File: src/rtl/bwa_pkg.sv
package bwa_pkg;

   typedef enum logic [2:0] {
      BWA_PASS   = 3'd0,
      BWA_SPLIT2 = 3'd1,
      BWA_SPLIT4 = 3'd2,
      BWA_PACK2  = 3'd3,
      BWA_PACK4  = 3'd4
   } bwa_mode_e;

   function automatic bwa_mode_e bwa_decode(input logic match, input logic in_n,
                                            input logic out_n);
      case ({match, in_n, out_n})
         3'b100:  return BWA_SPLIT2;
         3'b101:  return BWA_SPLIT4;
         3'b110:  return BWA_PACK2;
         3'b111:  return BWA_PACK4;
         default: return BWA_PASS;
      endcase
   endfunction

   function automatic logic [2:0] bwa_subwords(input bwa_mode_e m);
      case (m)
         BWA_SPLIT2, BWA_PACK2: return 3'd2;
         BWA_SPLIT4, BWA_PACK4: return 3'd4;
         default:               return 3'd1;
      endcase
   endfunction

   function automatic logic bwa_is_pack(input bwa_mode_e m);
      return (m == BWA_PACK2) || (m == BWA_PACK4);
   endfunction

endpackage

File: src/rtl/bwa_cfg_latch.sv
module bwa_cfg_latch
   import bwa_pkg::*;
(
   input  logic      clk,
   input  logic      rst_n,
   input  logic      cfg_match,
   input  logic      cfg_in_narrow,
   input  logic      cfg_out_narrow,
   input  logic      cfg_big_end,
   output bwa_mode_e mode_q,
   output logic      big_q
);

   always_ff @(posedge clk) begin
      if (!rst_n) begin
         mode_q <= bwa_decode(cfg_match, cfg_in_narrow, cfg_out_narrow);
         big_q  <= cfg_big_end;
      end
   end

endmodule

File: src/rtl/bwa_splitter.sv
module bwa_splitter #(
   parameter int LANE_W = 9,
   parameter int LANES  = 4
) (
   input  logic                     clk,
   input  logic                     rst_n,
   input  logic [$clog2(LANES):0]   n_sub,
   input  logic                     big,
   input  logic                     in_valid,
   output logic                     in_ready,
   input  logic [LANE_W*LANES-1:0]  in_data,
   output logic                     out_valid,
   input  logic                     out_ready,
   output logic [LANE_W*LANES-1:0]  out_data
);

   localparam int WORD_W = LANE_W * LANES;
   localparam int HALF_W = WORD_W / 2;
   localparam int IDX_W  = $clog2(LANES);

   logic [WORD_W-1:0] hold_q;
   logic              full_q;
   logic [IDX_W-1:0]  idx_q;
   logic [IDX_W-1:0]  last_idx;
   logic [IDX_W-1:0]  slot;
   logic              at_last;
   logic [LANE_W-1:0] lane [LANES];

   assign last_idx  = IDX_W'(n_sub - 1'b1);
   assign at_last   = (idx_q == last_idx);
   assign slot      = big ? (last_idx - idx_q) : idx_q;
   assign in_ready  = !full_q || (out_ready && at_last);
   assign out_valid = full_q;

   for (genvar g = 0; g < LANES; g++) begin : g_lane
      assign lane[g] = hold_q[g*LANE_W +: LANE_W];
   end

   always_ff @(posedge clk) begin
      if (!rst_n) begin
         full_q <= 1'b0;
         idx_q  <= '0;
      end else if (in_valid && in_ready) begin
         hold_q <= in_data;
         full_q <= 1'b1;
         idx_q  <= '0;
      end else if (full_q && out_ready) begin
         if (at_last) full_q <= 1'b0;
         else         idx_q  <= idx_q + 1'b1;
      end
   end

   always_comb begin
      out_data = '0;
      case (n_sub)
         (IDX_W+1)'(2): out_data[HALF_W-1:0] = slot[0] ? hold_q[WORD_W-1:HALF_W]
                                                        : hold_q[HALF_W-1:0];
         (IDX_W+1)'(LANES): out_data[LANE_W-1:0] = lane[slot];
         default: out_data = hold_q;
      endcase
   end

endmodule

File: src/rtl/bwa_packer.sv
module bwa_packer #(
   parameter int LANE_W = 9,
   parameter int LANES  = 4
) (
   input  logic                     clk,
   input  logic                     rst_n,
   input  logic [$clog2(LANES):0]   n_sub,
   input  logic                     big,
   input  logic                     in_valid,
   output logic                     in_ready,
   input  logic [LANE_W*LANES-1:0]  in_data,
   output logic                     out_valid,
   input  logic                     out_ready,
   output logic [LANE_W*LANES-1:0]  out_data
);

   localparam int WORD_W = LANE_W * LANES;
   localparam int IDX_W  = $clog2(LANES);

   logic [WORD_W-1:0] acc_q;
   logic              full_q;
   logic [IDX_W-1:0]  idx_q;
   logic [IDX_W-1:0]  last_idx;
   logic [IDX_W-1:0]  slot;
   logic              at_last;
   logic              take;
   logic              quad;

   assign last_idx  = IDX_W'(n_sub - 1'b1);
   assign at_last   = (idx_q == last_idx);
   assign slot      = big ? (last_idx - idx_q) : idx_q;
   assign quad      = (n_sub == (IDX_W+1)'(LANES));
   assign in_ready  = !full_q || out_ready;
   assign take      = in_valid && in_ready;
   assign out_valid = full_q;
   assign out_data  = acc_q;

   for (genvar g = 0; g < LANES; g++) begin : g_lane
      logic              we;
      logic [LANE_W-1:0] src;
      assign we  = take && (quad ? (slot == IDX_W'(g)) : (slot == IDX_W'(g / 2)));
      assign src = quad ? in_data[LANE_W-1:0] : in_data[(g % 2)*LANE_W +: LANE_W];
      always_ff @(posedge clk) begin
         if (we) acc_q[g*LANE_W +: LANE_W] <= src;
      end
   end

   always_ff @(posedge clk) begin
      if (!rst_n) begin
         full_q <= 1'b0;
         idx_q  <= '0;
      end else begin
         if (full_q && out_ready) full_q <= 1'b0;
         if (take) begin
            if (at_last) begin
               full_q <= 1'b1;
               idx_q  <= '0;
            end else begin
               idx_q <= idx_q + 1'b1;
            end
         end
      end
   end

endmodule

File: src/rtl/bus_width_adapter.sv
module bus_width_adapter
   import bwa_pkg::*;
#(
   parameter int LANE_W = 9,
   parameter int LANES  = 4
) (
   input  logic                    clk,
   input  logic                    rst_n,
   input  logic                    cfg_match,
   input  logic                    cfg_in_narrow,
   input  logic                    cfg_out_narrow,
   input  logic                    cfg_big_end,
   input  logic                    in_valid,
   output logic                    in_ready,
   input  logic [LANE_W*LANES-1:0] in_data,
   output logic                    out_valid,
   input  logic                    out_ready,
   output logic [LANE_W*LANES-1:0] out_data
);

   localparam int WORD_W = LANE_W * LANES;
   localparam int IDX_W  = $clog2(LANES);

   if (LANES != 4) begin : g_bad_lanes
      $error("bus_width_adapter: mode table needs exactly four lanes");
   end
   if (LANE_W < 1) begin : g_bad_width
      $error("bus_width_adapter: LANE_W must be positive");
   end

   bwa_mode_e        mode_q;
   logic             big_q;
   logic [IDX_W:0]   n_sub;
   logic             packing;

   logic             sp_in_ready, sp_out_valid;
   logic [WORD_W-1:0] sp_out_data;
   logic             pk_in_ready, pk_out_valid;
   logic [WORD_W-1:0] pk_out_data;

   bwa_cfg_latch u_cfg (
      .clk            (clk),
      .rst_n          (rst_n),
      .cfg_match      (cfg_match),
      .cfg_in_narrow  (cfg_in_narrow),
      .cfg_out_narrow (cfg_out_narrow),
      .cfg_big_end    (cfg_big_end),
      .mode_q         (mode_q),
      .big_q          (big_q)
   );

   assign n_sub   = (IDX_W+1)'(bwa_subwords(mode_q));
   assign packing = bwa_is_pack(mode_q);

   bwa_splitter #(.LANE_W(LANE_W), .LANES(LANES)) u_split (
      .clk       (clk),
      .rst_n     (rst_n),
      .n_sub     (n_sub),
      .big       (big_q),
      .in_valid  (in_valid && !packing),
      .in_ready  (sp_in_ready),
      .in_data   (in_data),
      .out_valid (sp_out_valid),
      .out_ready (out_ready && !packing),
      .out_data  (sp_out_data)
   );

   bwa_packer #(.LANE_W(LANE_W), .LANES(LANES)) u_pack (
      .clk       (clk),
      .rst_n     (rst_n),
      .n_sub     (n_sub),
      .big       (big_q),
      .in_valid  (in_valid && packing),
      .in_ready  (pk_in_ready),
      .in_data   (in_data),
      .out_valid (pk_out_valid),
      .out_ready (out_ready && packing),
      .out_data  (pk_out_data)
   );

   assign in_ready  = packing ? pk_in_ready  : sp_in_ready;
   assign out_valid = packing ? pk_out_valid : sp_out_valid;
   assign out_data  = packing ? pk_out_data  : sp_out_data;

endmodule

File: config.mk
export PLATFORM = sky130hd
export DESIGN_NAME = bus_width_adapter
export DESIGN_NICKNAME = d
export VERILOG_FILES = /design/src/rtl/bwa_pkg.sv /design/src/rtl/bwa_cfg_latch.sv /design/src/rtl/bwa_splitter.sv /design/src/rtl/bwa_packer.sv /design/src/rtl/bus_width_adapter.sv
export SDC_FILE = /design/constraint.sdc
export NUM_CORES = 1
export LEC_CHECK = 0
export ABC_AREA = 1
export BUFFER_PORTS_ARGS = -buffer_cell sky130_fd_sc_hd__buf_2
export CORE_MARGIN = 2
export CORE_UTILIZATION = 40
export CTS_BUF_LIST = sky130_fd_sc_hd__clkbuf_8
export DETAILED_ROUTE_END_ITERATION = 16
export PLACE_DENSITY_LB_ADDON = 0.15
export SLEW_MARGIN = 15
export SYNTH_ARGS = -nofsm -noshare
export SYNTH_HDL_FRONTEND = slang
export SYNTH_SLANG_ARGS = --single-unit
File: constraint.sdc
create_clock -name clk -period 5.6 [get_ports clk]
set_input_delay 0.84 -clock clk [delete_from_list [all_inputs] [get_ports clk]]
set_output_delay 0.84 -clock clk [all_outputs]
set_load 0.01 [all_outputs]
==> impl_metrics.yaml, run 1 <==
status:
  status: "finished, final reports clean"
synth:
  synthDominantCellAreaShare_pct: 51.63
  yosys_warnings: 0
  synth_area_leaders: "edfxtp_1 52%, nand2_1 18%, inv_1 5.9%, nand3_1 4.3%, o31ai_1 3.1%"
  synth-seq-cells: 82
  syn_nets: 574
  post-synth-top-area-cell: "edfxtp_1"
  avgSynthCellArea_um2: 8.436
  seq_area_frac_synth_pct: 54.34
  netlist_area_mm2: 0.004420
  synthCells: 524
  synth_cell_type_count: 27
timing:
  tightest_slew_ps: 1101
  period_share_pct: 73.61
  whs_ps: 608.2
  fin_ws_ps: 1478
  setup_tns_ps: 0
  maxSlewViolCount: 0
  period_needed_ps: 4122
  fin_skew_ps: 7.852
  rsz0062_at_grt: "no"
  finalHoldViolations: 0
  fmax_mhz: 242.6
  relSlewSlack_pct: 26.31
  setup_viol: 0
drt:
  firstDrtPassIters: 5
  drt_iter0_markers: 232
  ant_nets: 0
  via_per_inst: 5.024
  route.detailed.drc: 0
  wire_per_inst_um: 15.71
  drt-total-wl_um: 11660
  dr_total_vias: 3728
floorplanning:
  start_util_pct: 40.96
  num_rows: 38
  dieHeight_um: 109.1
  core_mm2: 0.01079
  io_pins: 82
  die_width_um: 109.1
  dieArea_mm2: 0.01191
global_routing:
  grtUsageTotal_pct: 20.72
  grt_pass1_wl_um: 17980
  grt_max_degree: 66
  antenna_found_initial: 0
  overflow: 0
  grt_pass1_vias: 3543
critical_path:
  cp.required_ps: 4760
  critPathLaunch: "u_cfg.mode_q[2]"
  timing.rr.start: "u_cfg.mode_q[2]"
  start_kind: "flip-flop"
  arrival_ps: 3280
  crit_type: "reg2out"
  crit_fanout: 28
  cp-end-kind: "primary output"
place:
  gp_congestion: 0.8441
  io_buffers: 81
  place_hpwl_um: 7901
  dp_slack_ps: 1838
  dpl_cell_area_mm2: 0.004903
hold_path:
  hold_path_class: "reg2reg"
  min_from: "u_split.out_valid"
cells_and_area:
  finish.utilization_pct: 47.50
  syn_to_final_growth_pct: 15.96
  nets: 647
  finalInstanceArea_mm2: 0.005126
  diodes: 0
  drive_gt1_share_pct: 19.27
power:
  intPower_uw: 1044
  p_comb_share_pct: 23.9
  pwr-share-clk_pct: 29.2
  switchingPower_uw: 481.2
  leakagePower_uw: 0.002429
  peakVddDrop_v: 0.0001539
  pwr-share-seq_pct: 46.9
  p_per_area_mw_per_mm2: 297.6
  swShare_pct: 31.54
clocking:
  clkLatencyLatePin_ps: 360
  cts_buffers: 9
  clkTransAtPathRegs_ps: 90
  clk_path_buf_depth: 2
  ctsResizeCount: 0
  cts_tree: "done"
  cts_max_level: 3
  cts_num_sinks: 82
  postCtsSetupBuffers: 0
  clockRootBuffer: "clkbuf_8"
  postCtsHoldBufs: 0
job:
  drv_cap: 0
[critical path, cell delays in order, from the launching register on]
cell and delay (ps):
edfxtp_1 430, inv_1 100, nor2_1 40, o21ai_0 310
inv_1 110, ha_1 620, inv_2 590, nand2_4 170
nand2_1 90, nand2_1 40, o21ai_0 230, buf_2 170
[path summary, 6_finish.rpt]
path | slack, ps | depth (start not counted) | to
max | 1480 | 11 | out_data[13]
min | 610 | 4 | u_split.out_valid
max reg2reg | 2130 | 9 | u_pack.out_data[24]
min reg2reg | 610 | 4 | u_split.out_valid
[final cells by class]
type,count,area [µm²]
multi-input cells,348,1639
repair buffers,83,432.9
inverters,73,274.0
fillers,1037,5667
clock inverters,6,65.06
flip-flops and latches,82,2402
well taps,140,175.2
clock buffers,10,137.6
[sequential cells by signal, indices dropped and copies added (netlist names)]
signal,count
u_pack.out_data,36
u_split.hold_q,36
u_cfg.mode_q,3
u_pack.idx_q,2
u_split.idx_q,2
u_cfg.big_q,1
u_pack.out_valid,1
u_split.out_valid,1
[metal layers]
| layer | up-vias | part of all wire, % | track usage, % |
|---|---|---|---|
| met5 | - | 0 | 0 |
| met4 | 0 | 3.9 | 10.90 |
| met3 | 30 | 5.3 | 4.124 |
| met2 | 103 | 50 | 34.78 |
| met1 | 1741 | 41 | 25.10 |
| li1 | 1854 | - | - |
[cells by family after synthesis]
family	count (synthesis)	share of synthesized area [%]
fa+ha+maj	6	1.698
xor+xnor	3	0.5945
flops	82	54.34
compound gates	66	9.341
buf+inv	94	8.802
simple gates	273	25.22
[cell usage in the layout (no fill, tap or decap), types with 5 or more instances in the layout]
cell and instances:
edfxtp_1 76, inv_1 70, buf_2 81, ha_1 6, a21oi_1 20, dfxtp_1 6
o211ai_1 9, nand3_1 38, clkbuf_8 10, o31ai_1 18, o21ai_0 15, nand2_2 5
nor2_1 15, nand2_1 207
[power by group through the flow]
stage / sequential (µW) / clock [µW] / combinational (µW)
3_3_place_gp: 730 / 0 / 358
2_1_floorplan: 726 / 0 / 243
6_report: 716 / 445 / 365
3_5_place_dp: 730 / 0 / 364
5_1_grt: 718 / 484 / 409
4_1_cts: 716 / 458 / 365
[metrics by stage]
stage / cells / power (µW)
final: 742 / 1526
after global placement: 725 / 1088
after detailed placement: 725 / 1094
after CTS: 741 / 1539
after global routing: 742 / 1612
after floorplan: 524 / 968.9
[synth_stat cells]
cell      instances
buf_2             5
buf_1             3
nand3_2           1
xnor2_1           1
dfxtp_1           6
o21ai_1           2
nor2_2            2
nand3_1          38
o211ai_1          9
inv_1            70
xor2_1            2
ha_1              6
o21ai_4           1
nand2_4           2
or2_2             1
buf_6             4
inv_2             3
o21ai_0          15
edfxtp_1         76
o21ai_2           1
clkbuf_1          9
a21oi_1          20
nand2_1         208
nor2_1           16
o31ai_1          18
nor3b_1           1
nand2_2           4
Note: power is estimated with default switching activity, not from simulation.
==> run 2: changes to the inputs <==
Settings changed: ABC_AREA 1 to 0.
Clock period 5.6 ns to 4.08 ns, I/O delays scaled along.
==> run 2 against run 1 <==
Final cell count fell by 14%. Hold slack got worse by 200 ps. Critical path type unchanged. Core utilization rose by 0.47 points. Design area rose by 2.3%. Worst setup slack got worse by 1200 ps. Clock skew rose by 0.81 ps. Synthesized cell count fell by 20%. Global-route usage rose by 0.41 points. Power rose by 29%. Sequential cell count did not move. Sequential power rose by 38%. Non-clock buffer count rose by 15.
==> impl_metrics.yaml, run 2 <==
hold_path:
  min_from: "in_data[32]"
  min_to: "u_split.hold_q[32]"
  min_path_cells: 1
  hold_path_class: "in2reg"
timing:
  period_needed_ps: 3795
  relSlewSlack_pct: 38.37
  fin_ws_ps: 284.7
  finalHoldViolations: 0
  fmax_mhz: 263.5
  tightest_slew_ps: 924.5
  period_share_pct: 93.02
  rsz0062_at_grt: "no"
  maxSlewViolCount: 0
  setup_viol: 0
  fin_skew_ps: 8.663
  setup_tns_ps: 0
synth:
  synth_edf_count: 76
  synth-main-ff-cell: "edfxtp_1"
  synthDominantCellAreaShare_pct: 50.57
  avgSynthCellArea_um2: 10.75
  netlist_area_mm2: 0.004513
  synth-seq-cells: 82
  yosysMostFrequentCell: "edfxtp_1"
  seq_area_frac_synth_pct: 53.23
  synth_area_leaders: "edfxtp_1 51%, nand2_1 4.6%, mux2_2 4.0%, a22o_1 3.1%, a21oi_1 2.7%"
  post-synth-top-area-cell: "edfxtp_1"
  synth-async-reset-ratio_pct: 0
  netlist_top_cells_count: "76 x edfxtp_1, 55 x nand2_1, 26 x nor2_1"
  syn_nets: 470
  synth_cell_type_count: 47
  yosys_warnings: 0
  synthCells: 420
floorplanning:
  core_mm2: 0.01094
  start_util_pct: 41.27
  die_width_um: 110.2
  io_pins: 82
  num_rows: 38
  dieHeight_um: 110.2
  dieArea_mm2: 0.01215
global_routing:
  antenna_found_initial: 1
  grt_pass1_wl_um: 18630
  overflow: 0
  grt_pass1_vias: 3392
  grt_max_degree: 38
  grtUsageTotal_pct: 21.13
drt:
  ant_nets: 0
  via_per_inst: 5.669
  drt-total-wl_um: 12220
  dr_total_vias: 3634
  route.detailed.drc: 0
  wire_per_inst_um: 19.07
  firstDrtPassIters: 6
  drt_iter0_markers: 278
critical_path:
  ff2ff_setup_slack_ps: 1010
  crit_fanout: 7
  start_kind: "flip-flop"
  cp.required_ps: 3470
  cp_num_buf_inv: 3
  cp-end-kind: "primary output"
  r2r_cells: 10
  crit_path_cell_trace: "nand2b_1, a21oi_2, inv_1, ha_1, ha_1, nand2b_1, a21oi_1, buf_4, a22o_1, a221oi_1, nor2_1, buf_2"
  critPathLaunch: "u_cfg.mode_q[1]"
  crit_path_top_delay_cell: "edfxtp_1"
  crit_type: "reg2out"
  r2r-end: "u_pack.out_data[31]"
  arrival_ps: 3180
  crit_family: "compound AO/OA/AOI/OAI gates"
  cp_slowest_stage_delay_ps: 420
  timing.rr.start: "u_cfg.mode_q[1]"
cells_and_area:
  drive_gt1_share_pct: 27.80
  nets: 547
  final_cell_mix: "81 x buf_2, 76 x edfxtp_1, 54 x nand2_1"
  final_common_cell: "buf_2"
  n_fill_cell: 1035
  syn_to_final_growth_pct: 16.22
clocking:
  cts_buffers: 9
  clkTransAtPathRegs_ps: 80
  clkLatencyLatePin_ps: 370
  cts_max_level: 3
  postCtsHoldBufs: 0
  postCtsSetupBuffers: 0
  cts_num_sinks: 82
  clk_path_buf_depth: 2
  clockRootBuffer: "clkbuf_8"
  cts_tree: "done"
place:
  io_buffers: 81
  place_hpwl_um: 8041
  dp_slack_ps: 331.5
  gp_congestion: 0.8235
power:
  p_per_area_mw_per_mm2: 375.0
  leakagePower_uw: 0.002033
  peakVddDrop_v: 0.0002083
status:
  status: "finished, final reports clean"
job:
  drv_cap: 0
run 2: changes by cell type after synthesis, sizes merged, moves of 9 or more:
| cell | before | now |
|---|---|---|
| a21boi | 0 | 9 |
| a22o | 0 | 16 |
| and3 | 0 | 12 |
| inv | 73 | 4 |
| mux2 | 0 | 17 |
| nand2 | 214 | 55 |
| nand2b | 0 | 14 |
| nand3 | 39 | 21 |
| nand3b | 0 | 9 |
| nand4 | 0 | 17 |
| nor2 | 18 | 27 |
| o211ai | 9 | 0 |
| o31ai | 18 | 1 |
run 2: cell families (layout without fill, tap and decap cells):
| group | count (synthesis) | count (layout) | synth area share [%] |
|---|---|---|---|
| compound gates | 91 | 91 | 14.97 |
| xor+xnor | 10 | 10 | 1.941 |
| fa+ha+maj | 6 | 6 | 1.663 |
| buf+inv | 37 | 117 | 3.604 |
| flops | 82 | 82 | 53.23 |
| mux | 19 | 19 | 4.685 |
| other cells | 0 | 1 | 0 |
| simple gates | 175 | 175 | 19.91 |
run 2: cell type report:
cell class / instances / area [µm²] / share of cell area, %
Sequential cell: 82 / 2402 / 45.80
Inverter: 5 / 18.77 / 0.3578
Clock buffer: 9 / 123.9 / 2.362
Multi-Input combinational cell: 301 / 1971 / 37.57
Tap cell: 140 / 175.2 / 3.340
Timing Repair Buffer: 98 / 533.0 / 10.16
Antenna cell: 1 / 2.502 / 0.04771
Clock inverter: 5 / 18.77 / 0.3578
run 2: stage by stage:
step / total power [µW] / std cells / util (%) / hold WS [ps] / cell area (µm²)
3_5_place_dp: 1503 / 626 / 46.53 / 509.7 / 5089
6_report: 1967 / 641 / 47.96 / 412.4 / 5245
2_1_floorplan: 1312 / 420 / - / 470.3 / 4518
3_3_place_gp: 1495 / 626 / 46.53 / 486.0 / 5089
4_1_cts: 1988 / 640 / 47.88 / 393.6 / 5236
5_1_grt: 2067 / 640 / 47.94 / 393.9 / 5243
run 2: power by group:
| part | switching (µW) | total, µW | internal (µW) |
|---|---|---|---|
| Combinational | 307 | 501 | 194 |
| Clock | 276 | 480 | 204 |
| Sequential | 22.7 | 986 | 964 |
| Total | 605 | 1970 | 1360 |
run 2: how the worst max path moves through the flow:
stage	endpoint	slack (ps)	depth (start not counted)
after floorplan	u_split.hold_q[0]	520	8
after global placement	out_data[7]	460	11
after detailed placement	out_data[5]	330	11
after CTS	out_data[1]	60	11
after global routing	out_data[15]	40	12
final	out_data[14]	280	12
run 2: timing repair:
action	4_1_cts	5_1_grt
gates resized for setup	2	2
pin swaps	0	0
endpoints found under the setup margin	9	13
run 2: worst register-to-register path: cells and delay by family (launching register included):
kind                       cells  cell delay (ps)
adders and majority gates      2              440
buffers and inverters          1               90
DFF                            1              420
AOI/OAI and AO/OA              1              230
xor gates and xnor gates       3              640
and+or+nand+nor                3              890
run 2: per-layer routing:
layer  GRT usage, %  wire, µm  up-vias
li1               -         -     1735
met1          27.55      5359     1748
met2          33.09      5805      128
met3          4.997       712       23
met4          10.27       346        0
met5              0         0        -
==> run 3: changes to the inputs <==
Settings changed: CORE_UTILIZATION 40 to 52.
==> run 3 against run 2 <==
Sequential power is essentially flat. Final cell count shrank 5.1%. Critical path type unchanged. Non-clock buffer count is the same. Power grew 8.6%. Largest cell class unchanged. Via count grew 0.99%. Core utilization grew 16 points. Clock skew grew 3.6 ps. Sequential share of layout area shrank 0.27 points. Hold slack gained 1.4 ps. First-iteration DRC count shrank 21%. Highest routed layer unchanged.
==> impl_metrics.yaml, run 3 (synthesis gave the netlist of run 2 again) <==
power:
  p_per_area_mw_per_mm2: 404.7
  swShare_pct: 29.69
  p_total_uw: 2136
  leakagePower_uw: 0.002056
  pwr-share-clk_pct: 30.6
  switchingPower_uw: 634.0
  pwr-share-seq_pct: 46.2
  p_comb_share_pct: 23.2
  peakVddDrop_v: 0.0002511
  intPower_uw: 1502
drt:
  wire_per_inst_um: 18.98
  dr_wl_met3_um: 679
  dr_total_vias: 3670
  firstDrtPassIters: 5
  wl_met1_um: 5061
  route.detailed.drc: 0
  drt-total-wl_um: 11540
  drt_iter0_markers: 220
  met2_wirelength_um: 5463
  highest_layer: "met4"
  ant_nets: 0
  via_per_inst: 6.036
timing:
  fmax_mhz: 259.4
  relSlewSlack_pct: 41.19
  fin_skew_ps: 12.22
  setup_viol: 0
  maxSlewViolCount: 0
  finalHoldViolations: 0
  fin_ws_ps: 225.1
  period_share_pct: 94.48
  tightest_slew_ps: 882.1
  setup_tns_ps: 0
  rsz0062_at_grt: "no"
  period_needed_ps: 3855
clocking:
  clkTransAtPathRegs_ps: 90
  cts_num_sinks: 82
  cts_buffers: 9
  clkLatencyLatePin_ps: 370
  postCtsHoldBufs: 0
  clk_path_buf_depth: 2
  postCtsSetupBuffers: 0
  clockRootBuffer: "clkbuf_8"
  cts_tree: "done"
  cts_max_level: 3
global_routing:
  grt_pass1_wl_um: 18440
  grt_max_degree: 37
  antenna_found_initial: 1
  grt_pass1_vias: 3581
  grtUsageTotal_pct: 24.76
  overflow: 0
critical_path:
  cp-end-kind: "primary output"
  arrival_ps: 3240
  crit_path_cell_trace: "nand2b_1, a21oi_1, inv_1, ha_1, ha_1, xnor2_1, or3_4, and3_1, o311ai_1, a21oi_1, buf_2"
  crit_path_top_delay_cell: "or3_4"
  cp_num_buf_inv: 2
  cp.required_ps: 3470
  crit_type: "reg2out"
  cp_slowest_stage_delay_ps: 470
  crit_fanout: 18
  crit_family: "simple AND/OR/NAND/NOR gates"
  start_kind: "flip-flop"
floorplanning:
  start_util_pct: 54.38
  dieArea_mm2: 0.009440
  io_pins: 82
  dieHeight_um: 97.16
  num_rows: 33
  core_mm2: 0.008299
  die_width_um: 97.16
hold_path:
  hold_path_class: "in2reg"
cells_and_area:
  finalInstanceArea_mm2: 0.005276
  syn_to_final_growth_pct: 16.91
  nets: 547
  final_common_cell: "buf_2"
  drive_gt1_share_pct: 28.49
  final_cell_mix: "81 x buf_2, 76 x edfxtp_1, 54 x nand2_1"
place:
  gp_congestion: 0.8153
  place_hpwl_um: 7625
  dpl_cell_area_mm2: 0.005045
  io_buffers: 81
  dp_slack_ps: 395.5
status:
  status: "finished, final reports clean"
job:
  drv_cap: 0
-- run 3: what timing repair did --
| action | CTS | global route |
|---|---|---|
| endpoints found under the setup margin | 1 | 11 |
| cloned | 0 | 0 |
| resized for setup | 1 | 2 |
-- run 3: power groups by stage --
| stage | clock network, µW | registers, µW | logic, µW |
|---|---|---|---|
| after floorplan | 0 | 999 | 313 |
| after global placement | 0 | 1000 | 481 |
| after detailed placement | 0 | 1010 | 488 |
| after CTS | 665 | 986 | 490 |
| after global routing | 690 | 991 | 539 |
| final | 654 | 987 | 495 |
-- run 3: path summary, 6_finish.rpt --
check / start / endpoint / slack, ps / depth (start not counted)
min reg2reg: u_split.out_valid / u_split.out_valid / 520 / 2
max reg2reg: u_cfg.mode_q[1] / u_pack.out_data[28] / 1030 / 10
max: u_cfg.mode_q[1] / out_data[7] / 230 / 11
min: in_data[33] / u_split.hold_q[33] / 410 / 1
-- run 3: through the flow --
step	hold WS, ps	util [%]	cells
final	413.9	63.58	608
after global routing	407.2	63.55	607
after CTS	404.1	63.46	607
after detailed placement	498.7	60.79	591
after global placement	485.2	60.79	591
after floorplan	470.3	-	420
-- run 3: cell type report --
cell class | count | area, µm²
tap | 105 | 131.4
timing repair buffer | 98 | 533.0
multi-input combinational | 301 | 1972
clock inverter | 7 | 92.59
sequential | 82 | 2402
clock buffer | 9 | 123.9
inverter | 5 | 18.77
fill | 683 | 3023
antenna | 1 | 2.502
-- run 3: worst register-to-register path: stages, from the launching register on --
cell	delay (ps)
edfxtp_1	420
nand2b_1	210
a21oi_1	270
inv_1	110
ha_1	240
ha_1	210
xor2_1	120
nand2_1	80
xnor2_1	330
xnor2_1	160
and3_1	540
-- run 3: metal layers --
layer | GRT usage, % | vias up
li1 | - | 1735
met1 | 32.70 | 1783
met2 | 39.74 | 123
met3 | 4.532 | 29
met4 | 11.48 | 0
met5 | 0 | -
